--- src/rtl/nib_dac_pkg.sv ---
package nib_dac_pkg;
  localparam int unsigned NIB_W   = 4;
  localparam int unsigned NUM_NIB = 3;
  localparam int unsigned WORD_W  = NIB_W * NUM_NIB;

  typedef enum logic [1:0] {
    CODE_STRAIGHT = 2'b00,
    CODE_OFFSET   = 2'b01,
    CODE_TWOS     = 2'b10,
    CODE_SPARE    = 2'b11
  } code_mode_e;
endpackage

--- src/rtl/nib_dac_sync.sv ---
module nib_dac_sync #(
  parameter int unsigned  W      = 8,
  parameter int unsigned  STAGES = 2,
  parameter logic [W-1:0] RST_V  = '0
) (
  input  logic         clk_i,
  input  logic         rst_ni,
  input  logic [W-1:0] d_i,
  output logic [W-1:0] q_o
);
  logic [W-1:0] stage_q [STAGES];

  always_ff @(posedge clk_i or negedge rst_ni) begin
    if (!rst_ni) begin
      for (int i = 0; i < STAGES; i++) stage_q[i] <= RST_V;
    end else begin
      stage_q[0] <= d_i;
      for (int i = 1; i < STAGES; i++) stage_q[i] <= stage_q[i-1];
    end
  end

  assign q_o = stage_q[STAGES-1];
endmodule

--- src/rtl/nib_dac_rank1.sv ---
module nib_dac_rank1 #(
  parameter int unsigned NIB_W   = 4,
  parameter int unsigned NUM_NIB = 3,
  localparam int unsigned WORD_W = NIB_W * NUM_NIB
) (
  input  logic               clk_i,
  input  logic               rst_ni,
  input  logic               wr_ni,
  input  logic [NUM_NIB-1:0] sel_ni,   // index 0 = least significant nibble
  input  logic [WORD_W-1:0]  data_i,
  output logic [WORD_W-1:0]  word_o,   // stored first-rank word
  output logic [WORD_W-1:0]  pass_o    // word as seen through open latches
);
  logic [NUM_NIB-1:0] nib_en;

  for (genvar g = 0; g < NUM_NIB; g++) begin : g_nib
    logic [NIB_W-1:0] nib_q;

    assign nib_en[g] = ~(wr_ni | sel_ni[g]);

    always_ff @(posedge clk_i or negedge rst_ni) begin
      if (!rst_ni)        nib_q <= '0;
      else if (nib_en[g]) nib_q <= data_i[g*NIB_W +: NIB_W];
    end

    assign word_o[g*NIB_W +: NIB_W] = nib_q;
    // open nibble feeds the output rank in the same cycle
    assign pass_o[g*NIB_W +: NIB_W] = nib_en[g] ? data_i[g*NIB_W +: NIB_W] : nib_q;


    nib_load_chk: assert property (@(posedge clk_i) disable iff (!rst_ni)
      nib_en[g] |=> nib_q == $past(data_i[g*NIB_W +: NIB_W]));
  end


  wr_idle_hold_chk: assert property (@(posedge clk_i) disable iff (!rst_ni)
    wr_ni |=> $stable(word_o));
endmodule

--- src/rtl/nib_dac_rank2.sv ---
module nib_dac_rank2 #(
  parameter int unsigned WORD_W = 12
) (
  input  logic              clk_i,
  input  logic              rst_ni,
  input  logic              wr_ni,
  input  logic              load_ni,
  input  logic [WORD_W-1:0] pass_i,
  output logic [WORD_W-1:0] out_o,
  output logic              upd_o
);
  logic              ld_en;
  logic [WORD_W-1:0] out_q;
  logic              upd_q;

  assign ld_en = ~(wr_ni | load_ni);

  always_ff @(posedge clk_i or negedge rst_ni) begin
    if (!rst_ni) begin
      out_q <= '0;
      upd_q <= 1'b0;
    end else begin
      upd_q <= ld_en && (pass_i != out_q);
      if (ld_en) out_q <= pass_i;
    end
  end

  assign out_o = out_q;
  assign upd_o = upd_q;


  out_hold_chk: assert property (@(posedge clk_i) disable iff (!rst_ni)
    (wr_ni || load_ni) |=> $stable(out_q));


  upd_match_chk: assert property (@(posedge clk_i) disable iff (!rst_ni)
    upd_q == (out_q != $past(out_q)));
endmodule

--- src/rtl/nib_dac_front.sv ---
module nib_dac_front
  import nib_dac_pkg::*;
#(
  parameter int unsigned SYNC_STAGES = 2
) (
  input  logic              clk_i,
  input  logic              rst_ni,
  input  logic              wr_ni,
  input  logic              sel_a_ni,
  input  logic              sel_b_ni,
  input  logic              sel_c_ni,
  input  logic              load_ni,
  input  logic [WORD_W-1:0] data_i,
  input  logic [1:0]        code_mode_i,
  output logic [WORD_W-1:0] code_o,
  output logic              upd_o
);
  localparam int unsigned CTL_W = NUM_NIB + 2;
  localparam int unsigned SYN_W = CTL_W + WORD_W;
  localparam logic [SYN_W-1:0] SYN_RST = {{CTL_W{1'b1}}, {WORD_W{1'b0}}};

  logic [SYN_W-1:0]   raw, syn;
  logic               s_wr_n, s_load_n;
  logic [NUM_NIB-1:0] s_sel_n;
  logic [WORD_W-1:0]  s_data;
  logic [WORD_W-1:0]  first_word, pass_word, out_word;
  code_mode_e         mode;

  assign raw = {wr_ni, load_ni, sel_a_ni, sel_b_ni, sel_c_ni, data_i};

  nib_dac_sync #(
    .W(SYN_W), .STAGES(SYNC_STAGES), .RST_V(SYN_RST)
  ) u_sync (
    .clk_i (clk_i),
    .rst_ni(rst_ni),
    .d_i   (raw),
    .q_o   (syn)
  );

  assign {s_wr_n, s_load_n, s_sel_n, s_data} = syn;

  nib_dac_rank1 #(
    .NIB_W(NIB_W), .NUM_NIB(NUM_NIB)
  ) u_rank1 (
    .clk_i (clk_i),
    .rst_ni(rst_ni),
    .wr_ni (s_wr_n),
    .sel_ni(s_sel_n),
    .data_i(s_data),
    .word_o(first_word),
    .pass_o(pass_word)
  );

  nib_dac_rank2 #(
    .WORD_W(WORD_W)
  ) u_rank2 (
    .clk_i  (clk_i),
    .rst_ni (rst_ni),
    .wr_ni  (s_wr_n),
    .load_ni(s_load_n),
    .pass_i (pass_word),
    .out_o  (out_word),
    .upd_o  (upd_o)
  );

  assign mode = code_mode_e'(code_mode_i);

  always_comb begin
    code_o = out_word;
    if (mode == CODE_TWOS) code_o[WORD_W-1] = ~out_word[WORD_W-1];
  end


  low_bits_chk: assert property (@(posedge clk_i) disable iff (!rst_ni)
    code_o[WORD_W-2:0] == out_word[WORD_W-2:0]);


  first_rank_clear_chk: assert property (@(posedge clk_i)
    !rst_ni |=> first_word == '0);
endmodule

--- config.mk ---
export PLATFORM = sky130hd
export DESIGN_NAME = nib_dac_front
export DESIGN_NICKNAME = d
export VERILOG_FILES = /design/src/rtl/nib_dac_pkg.sv /design/src/rtl/nib_dac_sync.sv /design/src/rtl/nib_dac_rank1.sv /design/src/rtl/nib_dac_rank2.sv /design/src/rtl/nib_dac_front.sv
export SDC_FILE = /design/constraint.sdc
export NUM_CORES = 1
export LEC_CHECK = 0
export ABC_AREA = 1
export BUFFER_PORTS_ARGS = -buffer_cell sky130_fd_sc_hd__buf_4
export CAP_MARGIN = 20
export CORE_ASPECT_RATIO = 1.75
export CORE_UTILIZATION = 40
export DETAILED_ROUTE_END_ITERATION = 10
export HOLD_SLACK_MARGIN = 0.12
export PLACE_DENSITY = 0.56
export SLEW_MARGIN = 20
export SYNTH_ARGS = -nofsm -noshare
export SYNTH_HDL_FRONTEND = slang
export SYNTH_SLANG_ARGS = --single-unit
--- constraint.sdc ---
create_clock -name clk_i -period 1.7 [get_ports clk_i]
set_input_delay 0.51 -clock clk_i [delete_from_list [all_inputs] [get_ports clk_i]]
set_output_delay 0.51 -clock clk_i [all_outputs]
set_load 0.1 [all_outputs]
# Word level (Yosys, flattened, before mapping)
# Index checks and enable logic that the tools add are counted.
[totals]
register_bits = 59
inputBits = 21
output_inout_bits = 13
word_cells = 20
[op_classes]
reduce_logical = 1
bitwise = 6
mux = 4
eq_ne = 2
[ops]
columns = ["operator", "count"]
rows = [
  ["$mux W4", 3],
  ["$ne A12 B12 Y1", 1],
  ["$or A1 B1 Y1", 4],
  ["$eq A2 B2 Y1 const B", 1],
  ["$not A1 Y1", 2],
  ["$logic_and A1 B1 Y1", 1],
  ["$mux W1", 1],
]

# Longest topological paths before layout
# Gate-level depths: netlist of the first run.
[logic_depth]
word_depth = 4
ltp_mapped = 11
ltp_nobuf = 11

# Cells and area by module
# Synthesis of the first run repeated with hierarchy kept, for this count alone.
[unflattened]
cells_unflattened = 201
area_unflattened_um2 = 2193.4
[modules_own_cells]
columns = ["mod", "cells_per_inst", "seq_area_each_um2", "area_per_inst_um2", "instances"]
rows = [
  ["nib_dac_sync", 51, 863.3, 991.0, 1],
  ["nib_dac_rank2", 92, 325.3, 705.7, 1],
  ["nib_dac_rank1", 52, 300.3, 473.0, 1],
  ["nib_dac_front", 6, 0.0, 23.8, 1],
]

# Worst setup path after synthesis of the first run
# No wires, ideal clock.
[synth_timing]
kind = "input to output"
start = "input port code_mode_i[0]"
end = "output port code_o[11]"
path_slack_ns = -0.830
n_path_buf = 0
arrival_ns = 2.020
path_stages = 3
t_required_ns = 1.190
path_cell_list = "inv_1 nand2_1 xor2_1"
[synth_between]
elab_chain_cells = 2
[synth_rtl]
columns = ["element", "line_no", "source"]
rows = [
  ["start, declared", "nib_dac_front.sv:14", "input logic [1:0] code_mode_i,"],
  ["$eq A2 B2 Y1", "nib_dac_front.sv:70", "if (mode == CODE_TWOS) code_o[WORD_W-1] = ~out_word[WORD_W-1];"],
  ["$mux W1", "nib_dac_front.sv:70", ""],
  ["end, declared", "nib_dac_front.sv:15", "output logic [WORD_W-1:0] code_o,"],
]
# No other way between the ends.

# Final worst setup path of the first run
[layout_timing]
start = "register u_rank2.out_q[11] (netlist: u_rank2.out_o[11])"
end = "output port code_o[11]"
[layout_between]
elab_chain_cells = 2
[layout_rtl]
columns = ["element", "line_no", "source"]
rows = [
  ["start, declared", "nib_dac_rank2.sv:13", "logic [WORD_W-1:0] out_q;"],
  ["start signal, assigned", "nib_dac_rank2.sv:24", "if (ld_en) out_q <= pass_i;"],
  ["$not A1 Y1", "nib_dac_front.sv:70", ""],
  ["$mux W1 (*)", "nib_dac_front.sv:70", ""],
]
# Every way passes the cells marked *; elsewhere a longest branch is shown, timed or not.

==> impl_metrics.yaml, run 1 <==
finish:
  n_antenna_cell: 0
  n_fill_cell: 535
  multi_input_area_um2: 614
  synthToLayoutAreaGrowth_pct: 23.3
  seq_area_mm2: 0.00149
  nNetsFinal: 289
  drive_above_1_share_pct: 30.0
  utilization_pct: 51.0
setup_path:
  endpoint_kind: "output pin"
  crit_chain: "inv_2, xor2_4, buf_12"
  crit_type: "flop to output pin"
  reg2reg_to: "u_rank2.upd_o$_DFF_PN0_"
  cp_top_family: "flip-flops"
  path_max_fanout: 2
  critPathSlowestCell: "dfrtp_1"
  max_stage_delay_ns: 0.38
  worstRegToRegCells: 9
  reg2reg_slack_ns: 0.21
  critical_path_buf_inv_count: 2
  cp.arrival_ns: 1.17
  cp_data_required_time_ns: 1.19
  cp-start-kind: "flop"
  r2r-start: "u_sync.q_o[16]$_DFF_PN1_"
power_and_ir_drop:
  swShare_pct: 32.3
  vdd.ir_drop.worst_uv: 788
  p_per_area_mw_per_mm2: 1260
  clkPwrFrac_pct: 31.6
  power_leakage_nw: 1.44
  power_frac_seq_pct: 45.1
  p_int_mw: 2.41
  power_frac_comb_pct: 23.3
  power_switching_mw: 1.15
place:
  gp_congestion: 0.730
  post-dp-hpwl_um: 2560
  preCtsSetupSlack_ns: 0.0425
  io_buffers: 33
clock_network:
  clk_pin_slew_ns: 0.06
  cts.htree.levels: 3
  cts_tree: "built"
  numCtsBuffers: 9
  max-clock-path-buffers: 2
  clk_latency_ns: 0.33
  cts.sinks: 59
  cts_root_buf: "clkbuf_8"
synthesis:
  synth_top_area_cell: "dfrtp_1"
  synthCells: 231
  avgSynthCellArea_um2: 9.92
  synth-seq-cells: 59
  yosysTopAreaCellShare_pct: 53.5
  yosys_warnings: 0
  synth_most_common_cell: "nand2_1"
  synth_edf_count: 0
  synth-seq-area-share_pct: 65.0
  syn-num-nets: 252
  synth_commonest_cells: "nand2_1 (74), dfrtp_1 (49), inv_1 (31)"
  syn_area_mm2: 0.00229
  synthArstFlopShare_pct: 100
  synthTopCellsByArea: "dfrtp_1 (54%), nand2_1 (12%), dfstp_2 (11%), inv_1 (5.1%), nand3_1 (3.9%)"
  synthDistinctLibCells: 18
  synth-main-ff-cell: "dfrtp_1"
grt:
  grt_pass1_wl_um: 6190
  grt_max_degree: 30
  overflow: 0
  track_usage_pct: 14.6
  grt_pass1_vias: 1422
  antenna_found_initial: 0
hold_path:
  worstHoldStart: "data_i[10]"
  hold_depth: 1
  hp-class: "input pin to flop"
  hold_path_end: "u_sync.stage_q[27]$_DFF_PN0_"
timing:
  timing.final.ws_setup_ns: 0.0204
  slew_headroom_pct: 71.7
  min_period_ns: 1.68
  worst_pin_slew_ns: 0.423
  hold_viol: 0
  fmax_ghz: 0.595
  holdWs_ns: 0.282
  fin_skew_ns: 0.00757
  finalSetupViolations: 0
  slew_violations: 0
  post-route-period-util_pct: 98.8
  grt_setup_unrepaired: "true"
floorplanning:
  rows: 36
  ioPinCount: 34
  start_util_pct: 41.4
  die-area_mm2: 0.00605
  die_w_um: 59.2
  core-area_mm2: 0.00554
  dieHeight_um: 102
drt:
  wirelength_met1_um: 1440
  dr.first_iter.drc_count: 45
  wl_per_cell_um: 10.2
  drtPass1Iterations: 4
  antenna_left: 0
  routed_wl_um: 3580
  routed-via-count: 1506
  vias_per_cell: 4.32
  wl_met3_um: 148
  met2_length_um: 1880
  top_layer_used: "met4"
  drc_errors: 0
job:
  cap_violations: 0
outcome:
  run_status: "complete, no violations"
## registers in the layout (all words and copies together), names as in the netlist
name	count
u_sync.q_o	17
u_sync.stage_q	17
u_rank1.g_nib.nib_q	12
u_rank2.out_o	12
u_rank2.upd_o	1
## layer usage
metal  vias up  global-route usage, %
met2        31                   22.6
met4         0                   12.1
met3         9                   3.92
met5         -                      0
met1       706                   16.4
li1        760                      -
## layout by cell type, fill, tap and decap left out
| cell type | instances |
|---|---|
| buf_4 | 36 |
| clkbuf_1 | 2 |
| inv_4 | 1 |
| o211ai_1 | 1 |
| o21ai_0 | 12 |
| nand2_1 | 73 |
| clkinv_2 | 2 |
| xor2_4 | 1 |
| nand2_4 | 5 |
| nor2_4 | 1 |
| buf_12 | 2 |
| inv_2 | 2 |
| o21ai_2 | 1 |
| dlygate4sd3_1 | 1 |
| nand3_1 | 18 |
| nand2_2 | 6 |
| nor2_1 | 6 |
| inv_1 | 29 |
| clkbuf_8 | 12 |
| dfstp_2 | 10 |
| nor2_2 | 3 |
| dfrtp_1 | 49 |
## stage by stage
step                      instances  power, mW  cell area [µm²]  setup TNS (ns)
final                           349       3.57             2820               0
after floorplan                 231       2.30             2320               0
after CTS                       348       3.63             2820        -0.00949
after detailed placement        330       2.45             2600               0
after global placement          330       2.44             2600               0
after global routing            349       3.76             2820         -0.0372
## power by group through the flow
stage	sequential, mW	clock, mW	combinational, mW
3_5_place_dp	1.64	0	0.814
6_report	1.61	1.13	0.830
3_3_place_gp	1.63	0	0.807
2_1_floorplan	1.63	0	0.672
5_1_grt	1.62	1.23	0.904
4_1_cts	1.61	1.18	0.839
## how the worst max path moves through the flow
stage                     slack [ns]                          start  depth (start not counted)    endpoint
after detailed placement        0.04                 code_mode_i[0]                          5  code_o[11]
after global routing           -0.04  u_rank2.out_o[11]$_DFFE_PN0P_                          3  code_o[11]
after global placement          0.05                 code_mode_i[0]                          5  code_o[11]
final                           0.02  u_rank2.out_o[11]$_DFFE_PN0P_                          3  code_o[11]
after CTS                     -0.009  u_rank2.out_o[11]$_DFFE_PN0P_                          3  code_o[11]
after floorplan                0.004                 code_mode_i[0]                          3  code_o[11]
## area by class of cell
type | count | share of cell area [%]
repair buffers | 39 | 11.3
clock inverters | 2 | 0.354
flip-flops and latches | 59 | 52.7
inverters | 32 | 4.34
multi-input cells | 127 | 21.8
well taps | 76 | 3.37
clock buffers | 14 | 6.11
## timing repair
item | CTS | global route
resized for setup | 4 | 0
endpoints found under the hold margin | 17 | 0
pin swaps | 1 | 0
hold buffers | 1 | 0
setup endpoints to repair | 1 | 1
setup buffers | 1 | 1
## kinds of logic after synthesis
group,synth area share [%]
flip-flops,65.0
XOR/XNOR,0.382
AND/OR/NAND/NOR,22.0
AO/OA/AOI/OAI,3.33
buffers and inverters,9.34
Power figures use the tool's default switching activity.
==> inputs of run 2 (changes only) <==
Settings changed: PLACE_DENSITY 0.56 to 0.66.
==> run 2 against run 1 <==
Sequential share of layout area up 0.23 points. Wire length grew 2.3%. Cell count is the same. Clock-buffer cell count unchanged. Via count grew 2.0%. Highest routed layer unchanged.
==> impl_metrics.yaml, run 2 (same netlist as run 1, synthesis figures left out) <==
setup_path:
  reg2reg_slack_ns: 0.18
  cp-start-kind: "flop"
  cp.arrival_ns: 1.17
  cp_data_required_time_ns: 1.19
  r2r-start: "u_sync.q_o[16]$_DFF_PN1_"
  reg2reg_to: "u_rank2.upd_o$_DFF_PN0_"
  critPathSlowestCell: "dfrtp_1"
  endpoint_kind: "output pin"
  crit_type: "flop to output pin"
  worstRegToRegCells: 9
  crit_chain: "inv_2, xor2_4, buf_12"
  max_stage_delay_ns: 0.38
  path_max_fanout: 2
floorplanning:
  core-area_mm2: 0.00554
  die_w_um: 59.2
  rows: 36
  die-area_mm2: 0.00605
  dieHeight_um: 102
  start_util_pct: 41.4
  ioPinCount: 34
place:
  placed_area_mm2: 0.00260
  io_buffers: 33
  place_inst: 329
  post-dp-hpwl_um: 2550
  gp_congestion: 0.754
  preCtsSetupSlack_ns: 0.0444
timing:
  slew_violations: 0
  worst_pin_slew_ns: 0.495
  finalSetupTns_ns: 0
  timing.final.ws_setup_ns: 0.0183
  post-route-period-util_pct: 98.9
  finalSetupViolations: 0
  hold_viol: 0
  slew_headroom_pct: 66.9
  fmax_ghz: 0.595
  fin_skew_ns: 0.00739
  min_period_ns: 1.68
  grt_setup_unrepaired: "true"
grt:
  grt_pass1_vias: 1550
  grt_pass1_wl_um: 6310
  grt_max_degree: 60
  antenna_found_initial: 0
  overflow: 0
  track_usage_pct: 14.8
power_and_ir_drop:
  power_leakage_nw: 1.44
  power_switching_mw: 1.16
  power_frac_comb_pct: 23.8
  vdd.ir_drop.worst_uv: 675
  clkPwrFrac_pct: 30.7
  swShare_pct: 32.8
  p_per_area_mw_per_mm2: 1260
  p_int_mw: 2.38
  power_frac_seq_pct: 45.5
drt:
  drtPass1Iterations: 4
  antenna_left: 0
  drc_errors: 0
  vias_per_cell: 4.40
  wl_per_cell_um: 10.5
  dr.first_iter.drc_count: 23
  routed-via-count: 1536
  routed_wl_um: 3660
clock_network:
  cts.htree.levels: 3
  max-clock-path-buffers: 2
  cts.sinks: 59
  cts_root_buf: "clkbuf_8"
  hold_buffers: 0
  clk_latency_ns: 0.33
  numCtsBuffers: 9
  cts_tree: "built"
  clk_pin_slew_ns: 0.06
finish:
  n_fill_cell: 520
  fin_area_mm2: 0.00281
  layout_common_cells: "nand2_1 (73), dfrtp_1 (49), buf_4 (37)"
  nNetsFinal: 289
  final_common_cell: "nand2_1"
  seq_area_mm2: 0.00149
  utilization_pct: 50.7
  drive_above_1_share_pct: 30.0
  final_cells: 349
  multi_input_area_um2: 614
  n_antenna_cell: 0
  synthToLayoutAreaGrowth_pct: 22.7
hold_path:
  hp-class: "input pin to async pin"
outcome:
  run_status: "complete, no violations"
job:
  cap_violations: 0
run 2: cell count changes in the layout (fill, tap and decap cells not counted):
cell,change
clkbuf_1,+1
buf_4,+1
dlygate4sd3_1,-1
clkbuf_8,-1
run 2: critical path: cells and delay by family, from the launching register on:
| family | cells | cell delay (ns) |
|---|---|---|
| flip-flops | 1 | 0.38 |
| XOR/XNOR | 1 | 0.17 |
| buffers and inverters | 2 | 0.29 |
run 2: final cells by class:
cell class,count,area share [%]
Tap cell,76,3.38
Clock inverter,2,0.356
Sequential cell,59,53.0
Clock buffer,14,5.79
Multi-Input combinational cell,127,21.9
Inverter,32,4.36
Timing Repair Buffer,39,11.3
run 2: per-layer routing:
metal / vias up / wire, µm / global-route usage [%]
li1: 765 / - / -
met1: 731 / 1460 / 15.4
met2: 29 / 1930 / 23.7
met3: 11 / 142 / 4.94
met4: 0 / 129 / 11.9
met5: - / 0 / 0
run 2: what timing repair did:
item | in CTS | in global routing
pin swaps | 1 | 0
resized for setup | 4 | 0
setup buffers | 2 | 2
cloned | 0 | 0
setup endpoints to repair | 1 | 1
run 2: how the worst max path moves through the flow:
stage / cells past startpoint / end / start / slack (ns)
5_1_grt: 3 / code_o[11] / u_rank2.out_o[11]$_DFFE_PN0P_ / -0.02
2_1_floorplan: 3 / code_o[11] / code_mode_i[0] / 0.004
3_3_place_gp: 5 / code_o[11] / code_mode_i[0] / 0.05
4_1_cts: 3 / code_o[11] / u_rank2.out_o[11]$_DFFE_PN0P_ / -0.008
6_report: 3 / code_o[11] / u_rank2.out_o[11]$_DFFE_PN0P_ / 0.02
3_5_place_dp: 5 / code_o[11] / code_mode_i[0] / 0.04
run 2: per-stage QoR:
step	hold slack (ns)	power, mW
finish	0.152	3.54
global route	0.176	3.73
CTS	0.159	3.59
detailed placement	0.335	2.45
global placement	0.332	2.44
floorplan	0.214	2.30
run 2: power groups by stage:
stage | Sequential [mW] | Clock (mW) | Combinational, mW
finish | 1.61 | 1.09 | 0.842
global route | 1.63 | 1.19 | 0.913
CTS | 1.61 | 1.13 | 0.841
detailed placement | 1.64 | 0 | 0.814
global placement | 1.63 | 0 | 0.802
floorplan | 1.63 | 0 | 0.672
